`src/rtl/cpwm3_pkg.sv`:
```
// Package: shared register addresses and control-bit positions for the
// complementary three-phase PWM generator. No assumptions beyond a 3-bit
// register address.
package cpwm3_pkg;
    localparam int ADDR_W = 3;

    typedef enum logic [ADDR_W-1:0] {
        REG_DUTY0 = 3'd0,
        REG_DUTY1 = 3'd1,
        REG_DUTY2 = 3'd2,
        REG_PEAK  = 3'd3,
        REG_DEAD  = 3'd4,
        REG_TRG   = 3'd5,
        REG_DLY   = 3'd6,
        REG_CTRL  = 3'd7
    } reg_addr_e;

    localparam int CTRL_RUN     = 0;
    localparam int CTRL_MASK_PK = 1;
    localparam int CTRL_MASK_TR = 2;
    localparam int CTRL_W       = 3;
endpackage

```
`src/rtl/cpwm3_carrier.sv`:
```
// Module: triangle carrier. Counts 0 up to peak, then back down to 0, and
// repeats while run is set. Rests at 0 while stopped. Flags the peak and
// trough cycles.
// Assumes peak >= 1 for a meaningful waveform (peak 0 gives a 0/1 toggle).
module cpwm3_carrier #(
    parameter int CNT_W = 12
) (
    input  logic             clk,
    input  logic             rst_n,
    input  logic             run,
    input  logic [CNT_W-1:0] peak,
    output logic [CNT_W-1:0] cnt,
    output logic             at_peak,
    output logic             at_trough
);
    logic             up_q;
    logic [CNT_W:0]   cnt_inc;

    // Purpose: next count upward, one bit wider so the turn test never wraps.
    always_comb begin
        cnt_inc = {1'b0, cnt} + {{CNT_W{1'b0}}, 1'b1};
    end

    // Purpose: step the carrier and turn it round at peak and trough.
    always_ff @(posedge clk) begin
        if (!rst_n) begin
            cnt  <= '0;
            up_q <= 1'b1;
        end else if (!run) begin
            cnt  <= '0;
            up_q <= 1'b1;
        end else if (up_q) begin
            cnt <= cnt_inc[CNT_W-1:0];
            if (cnt_inc >= {1'b0, peak}) begin
                up_q <= 1'b0;
            end
        end else begin
            cnt <= cnt - {{(CNT_W-1){1'b0}}, 1'b1};
            if (cnt <= {{(CNT_W-1){1'b0}}, 1'b1}) begin
                up_q <= 1'b1;
            end
        end
    end

    // Purpose: event flags used for the duty copy and the event pulses.
    always_comb begin
        at_peak   = run && (cnt == peak);
        at_trough = run && (cnt == '0);
    end
endmodule

```
`src/rtl/cpwm3_phase.sv`:
```
// Module: one inverter leg. Holds the active duty value, which is copied
// from the buffer when load is high. Compares the carrier with it and
// turns the raw compare into a complementary pair with a dead gap of
// dead+1 cycles after every raw edge.
// Assumes the carrier changes by one per cycle while running.
module cpwm3_phase #(
    parameter int CNT_W = 12,
    parameter int DT_W  = 8
) (
    input  logic             clk,
    input  logic             rst_n,
    input  logic             load,
    input  logic [CNT_W-1:0] duty_buf,
    input  logic [CNT_W-1:0] cnt,
    input  logic [DT_W-1:0]  dead,
    output logic             out_p,
    output logic             out_n
);
    logic [CNT_W-1:0] duty_act;
    logic             raw;
    logic             raw_q;
    logic [DT_W-1:0]  gap_cnt;

    // Purpose: copy the buffered duty into the comparator when allowed.
    always_ff @(posedge clk) begin
        if (!rst_n) begin
            duty_act <= '0;
        end else if (load) begin
            duty_act <= duty_buf;
        end
    end

    // Purpose: raw compare, active while the carrier is below the duty.
    always_comb begin
        raw = (duty_act > cnt);
    end

    // Purpose: blank both sides for dead+1 cycles after each raw edge.
    always_ff @(posedge clk) begin
        if (!rst_n) begin
            raw_q   <= 1'b0;
            gap_cnt <= '0;
            out_p   <= 1'b0;
            out_n   <= 1'b1;
        end else begin
            raw_q <= raw;
            if (raw != raw_q) begin
                out_p   <= 1'b0;
                out_n   <= 1'b0;
                gap_cnt <= dead;
            end else if (gap_cnt != '0) begin
                gap_cnt <= gap_cnt - {{(DT_W-1){1'b0}}, 1'b1};
            end else begin
                out_p <= raw;
                out_n <= !raw;
            end
        end
    end
endmodule

```
`src/rtl/cpwm3_adtrig.sv`:
```
// Module: converter start pulse. Arms when the running carrier equals the
// trigger level, counts the delay down, and then gives a one-cycle pulse.
// A new match restarts the delay. Stopping the carrier clears the arm.
module cpwm3_adtrig #(
    parameter int CNT_W = 12,
    parameter int DLY_W = 8
) (
    input  logic             clk,
    input  logic             rst_n,
    input  logic             run,
    input  logic [CNT_W-1:0] cnt,
    input  logic [CNT_W-1:0] level,
    input  logic [DLY_W-1:0] delay,
    output logic             pulse
);
    logic             armed_q;
    logic [DLY_W-1:0] wait_q;
    logic             hit;

    // Purpose: detect the carrier passing the trigger level.
    always_comb begin
        hit   = run && (cnt == level);
        pulse = armed_q && (wait_q == '0);
    end

    // Purpose: arm on a hit, count the delay, and disarm after the pulse.
    always_ff @(posedge clk) begin
        if (!rst_n) begin
            armed_q <= 1'b0;
            wait_q  <= '0;
        end else if (!run) begin
            armed_q <= 1'b0;
            wait_q  <= '0;
        end else if (hit) begin
            armed_q <= 1'b1;
            wait_q  <= delay;
        end else if (armed_q) begin
            if (wait_q == '0) begin
                armed_q <= 1'b0;
            end else begin
                wait_q <= wait_q - {{(DLY_W-1){1'b0}}, 1'b1};
            end
        end
    end
endmodule

```
`src/rtl/cpwm3_top.sv`:
```
// Module: complementary three-phase PWM generator top. Holds the
// write-only register file and joins the carrier, one leg per phase and
// the converter trigger. Assumes one write per cycle at most.
module cpwm3_top
    import cpwm3_pkg::*;
#(
    parameter int CNT_W = 12,
    parameter int DT_W  = 8,
    parameter int DLY_W = 8,
    parameter int NPH   = 3
) (
    input  logic             clk,
    input  logic             rst_n,
    input  logic             wr_en,
    input  logic [2:0]       wr_addr,
    input  logic [CNT_W-1:0] wr_data,
    output logic [NPH-1:0]   pwm_p,
    output logic [NPH-1:0]   pwm_n,
    output logic             adc_trig,
    output logic             irq_peak,
    output logic             irq_trough
);
    logic [CNT_W-1:0]  duty_buf [NPH];
    logic [CNT_W-1:0]  peak_q;
    logic [DT_W-1:0]   dead_q;
    logic [CNT_W-1:0]  trg_q;
    logic [DLY_W-1:0]  dly_q;
    logic [CTRL_W-1:0] ctrl_q;
    logic              run_q;
    logic [CNT_W-1:0]  cnt;
    logic              at_peak;
    logic              at_trough;
    logic              duty_load;

    // Purpose: register file written through the simple write port.
    always_ff @(posedge clk) begin
        if (!rst_n) begin
            for (int i = 0; i < NPH; i++) begin
                duty_buf[i] <= '0;
            end
            peak_q <= '0;
            dead_q <= '0;
            trg_q  <= '0;
            dly_q  <= '0;
            ctrl_q <= '0;
        end else if (wr_en) begin
            case (wr_addr)
                REG_PEAK: peak_q <= wr_data;
                REG_DEAD: dead_q <= wr_data[DT_W-1:0];
                REG_TRG:  trg_q  <= wr_data;
                REG_DLY:  dly_q  <= wr_data[DLY_W-1:0];
                REG_CTRL: ctrl_q <= wr_data[CTRL_W-1:0];
                default: begin
                    for (int i = 0; i < NPH; i++) begin
                        if (wr_addr == 3'(i)) begin
                            duty_buf[i] <= wr_data;
                        end
                    end
                end
            endcase
        end
    end

    // Purpose: decode control and the moments the duty buffer may be copied.
    always_comb begin
        run_q     = ctrl_q[CTRL_RUN];
        duty_load = !run_q || at_peak || at_trough;
    end

    cpwm3_carrier #(.CNT_W(CNT_W)) u_carrier (
        .clk      (clk),
        .rst_n    (rst_n),
        .run      (run_q),
        .peak     (peak_q),
        .cnt      (cnt),
        .at_peak  (at_peak),
        .at_trough(at_trough)
    );

    for (genvar g = 0; g < NPH; g++) begin : g_leg
        cpwm3_phase #(.CNT_W(CNT_W), .DT_W(DT_W)) u_phase (
            .clk     (clk),
            .rst_n   (rst_n),
            .load    (duty_load),
            .duty_buf(duty_buf[g]),
            .cnt     (cnt),
            .dead    (dead_q),
            .out_p   (pwm_p[g]),
            .out_n   (pwm_n[g])
        );
    end

    cpwm3_adtrig #(.CNT_W(CNT_W), .DLY_W(DLY_W)) u_adtrig (
        .clk  (clk),
        .rst_n(rst_n),
        .run  (run_q),
        .cnt  (cnt),
        .level(trg_q),
        .delay(dly_q),
        .pulse(adc_trig)
    );

    // Purpose: carrier event pulses with individual masks.
    always_comb begin
        irq_peak   = at_peak && !ctrl_q[CTRL_MASK_PK];
        irq_trough = at_trough && !ctrl_q[CTRL_MASK_TR];
    end
endmodule

```
`config.mk`:
```
export PLATFORM = sky130hd
export DESIGN_NAME = cpwm3_top
export DESIGN_NICKNAME = d
export VERILOG_FILES = /design/src/rtl/cpwm3_pkg.sv /design/src/rtl/cpwm3_carrier.sv /design/src/rtl/cpwm3_phase.sv /design/src/rtl/cpwm3_adtrig.sv /design/src/rtl/cpwm3_top.sv
export SDC_FILE = /design/constraint.sdc
export NUM_CORES = 1
export LEC_CHECK = 0
export ABC_AREA = 1
export BUFFER_PORTS_ARGS = -buffer_cell sky130_fd_sc_hd__buf_4
export CORE_UTILIZATION = 53
export CTS_BUF_LIST = sky130_fd_sc_hd__clkbuf_4 sky130_fd_sc_hd__clkbuf_8
export DETAILED_ROUTE_END_ITERATION = 16
export PLACE_DENSITY_LB_ADDON = 0.25
export SKIP_CTS_REPAIR_TIMING = 1
export SYNTH_ARGS = -nofsm -noshare
export SYNTH_HDL_FRONTEND = slang
export SYNTH_SLANG_ARGS = --single-unit
```
`constraint.sdc`:
```
create_clock -name clk -period 3.2 [get_ports clk]
set_clock_uncertainty 0.05 [all_clocks]
set_input_delay 0.48 -clock clk [delete_from_list [all_inputs] [get_ports clk]]
set_output_delay 0.48 -clock clk [all_outputs]
set_load 0.05 [all_outputs]
```
==> results of run 1 <==
-- state kept, by name, summed over array words and instances, names as in the netlist --
register / count
duty_buf: 36
g_leg.u_phase.duty_act: 36
g_leg.u_phase.gap_cnt: 24
peak_q: 12
trg_q: 12
u_carrier.cnt: 12
dead_q: 8
dly_q: 8
u_adtrig.wait_q: 8
ctrl_q: 3
g_leg.u_phase.out_n: 3
g_leg.u_phase.out_p: 3
g_leg.u_phase.raw_q: 3
u_adtrig.armed_q: 1
u_carrier.up_q: 1
-- metal layers --
metal | wire [um] | GRT usage
met1 | 9880 | 0.352
met4 | 294 | 0.0778
met2 | 9550 | 0.400
met3 | 1150 | 0.0397
met5 | 0 | 0
-- metrics by stage --
step	util	instance area (um^2)	hold WS [ps]	instances	worst slack (ps)
5_1_grt	0.594	9570	278	1383	1.26
3_5_place_dp	0.569	9170	395	1351	146
6_report	0.594	9570	293	1383	89.6
3_3_place_gp	0.569	9170	384	1351	294
4_1_cts	0.593	9560	271	1383	103
2_1_floorplan	-	8840	383	1142	218
-- cell type report --
class,count,share of cell area
clock buffers,21,0.0289
repair buffers,40,0.0314
flip-flops and latches,170,0.393
clock inverters,11,0.0115
multi-input cells,811,0.462
well taps,216,0.0282
inverters,114,0.0447
-- worst paths after layout --
kind,from,endpoint,depth (start not counted)
worst max-delay path,u_carrier.cnt[0],irq_peak,6
worst min-delay path,wr_data[9],peak_q[9],3
worst max register to register,u_carrier.cnt[6],g_leg[0].u_phase.gap_cnt[4],12
worst min register to register,duty_buf[1][1],g_leg[1].u_phase.duty_act[1],2
-- cells in the mapped netlist --
cell type    n
nand2_1    215
nor2_1     161
dfxtp_1    134
inv_1      108
a21oi_1     95
o21ai_0     78
ha_1        59
nand3_1     41
edfxtp_1    36
nand3b_1    35
clkbuf_1    28
xor2_1      28
nor2_2      22
nand4_1     20
nor3_1      14
a31oi_1      9
buf_4        8
buf_2        7
a22oi_1      6
inv_2        6
xnor2_1      6
o21a_1       5
buf_6        4
nor2_4       4
o31ai_1      3
and2_1       2
nand2_2      2
o211ai_1     2
a31oi_4      1
nand2_4      1
nand3_2      1
o21ai_1      1
-- worst register-to-register path, delay by kind of cell, from the launching register on --
family / cells / cell delay [ps]
AND/OR/NAND/NOR: 6 / 700
adder cells (fa/ha/maj): 2 / 850
buffers and inverters: 2 / 360
flip-flops: 1 / 490
AO/OA/AOI/OAI: 2 / 270
-- power by group through the flow --
stage / Sequential [W] / Combinational [W] / Clock [W]
after global routing: 0.00265 / 0.00194 / 0.00162
after CTS: 0.00261 / 0.00168 / 0.00153
final: 0.00262 / 0.00171 / 0.00150
after detailed placement: 0.00266 / 0.00167 / 0
after global placement: 0.00266 / 0.00165 / 0
after floorplan: 0.00261 / 0.00139 / 0
-- kinds of logic after synthesis --
| group | after synthesis | share of synthesized area |
|---|---|---|
| flip-flops | 170 | 0.426 |
| AND/OR/NAND/NOR | 518 | 0.260 |
| adder cells (fa/ha/maj) | 59 | 0.0835 |
| XOR/XNOR | 34 | 0.0337 |
| AO/OA/AOI/OAI | 200 | 0.121 |
| buffers and inverters | 161 | 0.0761 |
==> run_results.csv, run 1 <==
group,metric,value,unit
placed_design,globalplace.congestion,0.887,
drt,drt_iter0_drc,534,
finish,ff_latch_area,0.00376,mm^2
power,swShare,0.355,
setup_path,crit_type,"reg -> out",
power,p_int,0.00376,W
clock_tree,cts-root-buf,"clkbuf_8",
setup_path,crit_chain,"ha_1 -> nand3b_1 -> nor2_1 -> nand3_1 -> nor3_1 -> buf_4",
drt,vias,7292,
power,p_sw,0.00206,W
clock_tree,clk_path_buf_depth,2,
logic_synthesis,yosysWarnings,0,
drt,route.detailed.drc,0,
timing,relSlewSlack,0.390,
finish,multi_input_area,0.00442,mm^2
power,seqPwrFrac,0.449,
finish,layout-drive-gt1-share,0.0968,
setup_path,reg2reg_slack,350,ps
setup_path,startpoint_type,"register",
global_route,grt_util_all_layers,0.252,
hold_path,hold_class,"in -> reg",
finish,layout.cells.most_common_list,"nand2_1 (215), nor2_1 (158), dfxtp_1 (134)",
global_route,grt_pass1_wl,34400,um
setup_path,cp.arrival,2580,ps
timing,finalSetupViolations,0,
timing,slew_viol_final,0,
status,status,"completed",
clock_tree,clk_latency,460,ps
logic_synthesis,synth_sequential_area_ratio,0.426,
timing,tns,0,ps
logic_synthesis,synth.area.top_cells,"dfxtp_1 (30%), edfxtp_1 (12%), nand2_1 (9.1%)",
timing,final-hold-violation-count,0,
finish,final_common_cell,"nand2_1",
drt,drt.antenna.violating_nets,0,
drt,drt-pass1-iter-count,5,
drt,wl_per_cell,15.1,um
floorplan,die_h,131,um
finish,antenna_cells,0,
setup_path,slowest_stage,"dfxtp_1",
setup_path,max_stage_delay,600,ps
timing,period_share,0.972,
finish,final_nets,1231,
timing,max_freq,321,MHz
timing,rsz0062_at_grt,"no",
job,cap_violations,0,
global_route,antenna_found_initial,0,
drt,wl,20900,um
floorplan,die_w,131,um
placed_design,hpwlAfterDp,15100,um
timing,tightestPinTransition,914,ps
setup_path,crit_fanout,10,
clock_tree,cts-buffers-inserted,17,
global_route,gr-total-overflow,0,
setup_path,cp-end-kind,"primary output",
logic_synthesis,synth.net_count,1219,
drt,viasPerCell,5.27,
clock_tree,cts_num_sinks,170,
clock_tree,ctsHtreeMaxLevel,4,
placed_design,portBuffers,26,
setup_path,worst-path-buf-inv,1,
global_route,grt_max_degree,48,
timing,period_minus_slack,3110,ps
logic_synthesis,synthCells,1142,
logic_synthesis,yosys.area.top_type_share,0.303,
logic_synthesis,avgSynthCellArea,7.74,um^2
floorplan,die_area,0.0172,mm^2
power,power_frac_comb,0.293,
finish,fillers,1503,
floorplan,start_util,0.549,
logic_synthesis,synth_area,0.00884,mm^2
logic_synthesis,ys_ff_latch,170,
power,p_total,0.00582,W
floorplan,core,0.0161,mm^2
global_route,first_global_vias,6786,
clock_tree,tritoncts,"built",
power,power.share.clock,0.257,
power,power_leakage,4.23,nW
finish,syn_to_final_growth,8.23,%
floorplan,fp-row-count,46,
logic_synthesis,ys_types,32,
floorplan,io_pins,27,
power,power.density,608,mW/mm^2
power,max-vdd-ir-drop,0.511,mV
setup_path,critPathTopFamily,"simple AND/OR/NAND/NOR gates",
logic_synthesis,yosys.area.top_type,"dfxtp_1",
setup_path,worstPathRequired,2670,ps
clock_tree,clk_pin_slew_worst_paths,90,ps
Note: power is estimated with default switching activity, not from simulation.
==> inputs of run 2 (changes only) <==
--- a/config.mk
+++ b/config.mk
@@ -11,6 +11,7 @@
 export CTS_BUF_LIST = sky130_fd_sc_hd__clkbuf_4 sky130_fd_sc_hd__clkbuf_8
 export DETAILED_ROUTE_END_ITERATION = 16
 export PLACE_DENSITY_LB_ADDON = 0.25
+export RECOVER_POWER = 50
 export SKIP_CTS_REPAIR_TIMING = 1
 export SYNTH_ARGS = -nofsm -noshare
 export SYNTH_HDL_FRONTEND = slang
==> run 2 against run 1 <==
The flow now finishes with violations (capacitance limit, slew limit). Die area did not move. Final cell count did not move. Sequential share of layout area rose by 0.19 points. Combinational power barely moved. Critical path depth did not move. Clock-buffer cell count did not move. Register-to-register slack barely moved. Via count rose by 0.60%. First-iteration DRC count rose by 12%. Sequential power barely moved. Core utilization fell by 0.28 points. Final area fell by 0.47%. Largest power group unchanged. Highest routed layer unchanged.
==> run_results.csv, run 2 (synthesized netlist as in run 1, its figures left out) <==
group,metric,value,unit
timing,max_freq,319,MHz
clock_tree,clk_path_buf_depth,2,
timing,finalSetupViolations,0,
power,p_int,0.00373,W
power,max-vdd-ir-drop,0.510,mV
floorplan,io_pins,27,
finish,syn_to_final_growth,7.72,%
global_route,grt_pass1_wl,34400,um
clock_tree,tritoncts,"built",
setup_path,crit_fanout,10,
clock_tree,cts_num_sinks,170,
timing,period_minus_slack,3130,ps
placed_design,globalplace.congestion,0.887,
finish,fillers,1517,
setup_path,slowest_stage,"dfxtp_1",
timing,finalWorstSetupSlack,69.8,ps
timing,relSlewSlack,-0.443,
placed_design,pre_cts_ws,146,ps
setup_path,max_stage_delay,590,ps
finish,antenna_cells,0,
power,power.density,608,mW/mm^2
drt,drt_iter0_drc,598,
setup_path,startpoint_type,"register",
timing,tightestPinTransition,2140,ps
timing,period_share,0.978,
power,seqPwrFrac,0.451,
power,power.share.clock,0.259,
setup_path,worstPathRequired,2670,ps
finish,final_common_cell,"nand2_1",
finish,layout-drive-gt1-share,0.0865,
finish,final_nets,1231,
status,violations,"capacitance limit, slew limit",
drt,viasPerCell,5.30,
job,cap_violations,1,
global_route,gr-total-overflow,0,
finish,layout.cells.most_common_list,"nand2_1 (215), nor2_1 (158), dfxtp_1 (134)",
floorplan,core,0.0161,mm^2
power,power_frac_comb,0.290,
drt,wl_per_cell,15.1,um
status,status,"finished with violations",
clock_tree,ctsHtreeMaxLevel,4,
placed_design,portBuffers,26,
floorplan,die_h,131,um
timing,timing.hold.ws,291,ps
global_route,grt_max_degree,48,
setup_path,crit_type,"reg -> out",
timing,slew_viol_final,13,
setup_path,crit_chain,"ha_1 -> nand3b_1 -> nor2_1 -> nand3_1 -> nor3_1 -> buf_4",
power,power_leakage,4.19,nW
finish,finish.utilization,0.591,
hold_path,hold_class,"in -> reg",
global_route,antenna_found_initial,0,
finish,largestRegisters,"duty_buf: 36 flops, g_leg.u_phase.duty_act: 36 flops, g_leg.u_phase.gap_cnt: 24 flops",
floorplan,start_util,0.549,
power,p_sw,0.00207,W
clock_tree,cts-buffers-inserted,17,
drt,wl_met1,9960,um
drt,top_layer_used,"met4",
drt,dr_wl_met2,9510,um
global_route,grt_util_all_layers,0.252,
floorplan,die_w,131,um
clock_tree,clk_latency,470,ps
timing,rsz0062_at_grt,"no",
timing,tns,0,ps
setup_path,cp.arrival,2600,ps
drt,wl,20900,um
floorplan,die_area,0.0172,mm^2
floorplan,fp-row-count,46,
clock_tree,clk_pin_slew_worst_paths,90,ps
power,swShare,0.357,
setup_path,cp-end-kind,"primary output",
timing,final-hold-violation-count,0,
placed_design,hpwlAfterDp,15100,um
drt,route.detailed.drc,0,
drt,drt-pass1-iter-count,6,
clock_tree,cts-root-buf,"clkbuf_8",
drt,route.met3.wl,1190,um
drt,vias,7336,
drt,drt.antenna.violating_nets,0,
global_route,first_global_vias,6786,
## run 2: through the flow
step / instance area (um^2) / total power (W) / instances
after floorplan: 8840 / 0.00400 / 1142
after global placement: 9170 / 0.00431 / 1351
after CTS: 9560 / 0.00582 / 1383
after detailed placement: 9170 / 0.00433 / 1351
final: 9530 / 0.00579 / 1383
after global routing: 9530 / 0.00618 / 1383
## run 2: power groups by stage
stage                     logic [W]  registers [W]  clock network, W
after floorplan             0.00139        0.00261                 0
after global placement      0.00165        0.00266                 0
after detailed placement    0.00167        0.00266                 0
after CTS                   0.00168        0.00261           0.00153
after global routing        0.00191        0.00265           0.00162
final                       0.00168        0.00262           0.00150
## run 2: worst paths after layout
path / startpoint / endpoint / slack [ps] / cells after the start
max: u_carrier.cnt[0] / irq_peak / 70 / 6
min: wr_data[9] / peak_q[9] / 290 / 3
max reg2reg: u_carrier.cnt[6] / g_leg[0].u_phase.gap_cnt[4] / 340 / 12
min reg2reg: duty_buf[1][1] / g_leg[1].u_phase.duty_act[1] / 410 / 2
## run 2: area by class of cell
cell class	instances	area, um^2	area share
clock inverters	11	110	0.0116
inverters	114	428	0.0449
clock buffers	21	277	0.0290
multi-input cells	811	4420	0.464
repair buffers	40	259	0.0272
flip-flops and latches	170	3760	0.395
well taps	216	270	0.0284
## run 2: per-layer routing
metal | global-route usage | vias up
li1 | - | 3772
met1 | 0.352 | 3342
met2 | 0.400 | 198
met5 | 0 | -
met4 | 0.0778 | 0
met3 | 0.0397 | 24
## run 2: critical path: cells and delay by family (launching register included)
family,cells,cell delay (ps)
fa+ha+maj,1,340
simple gates,4,890
flops,1,590
buf+inv,1,300
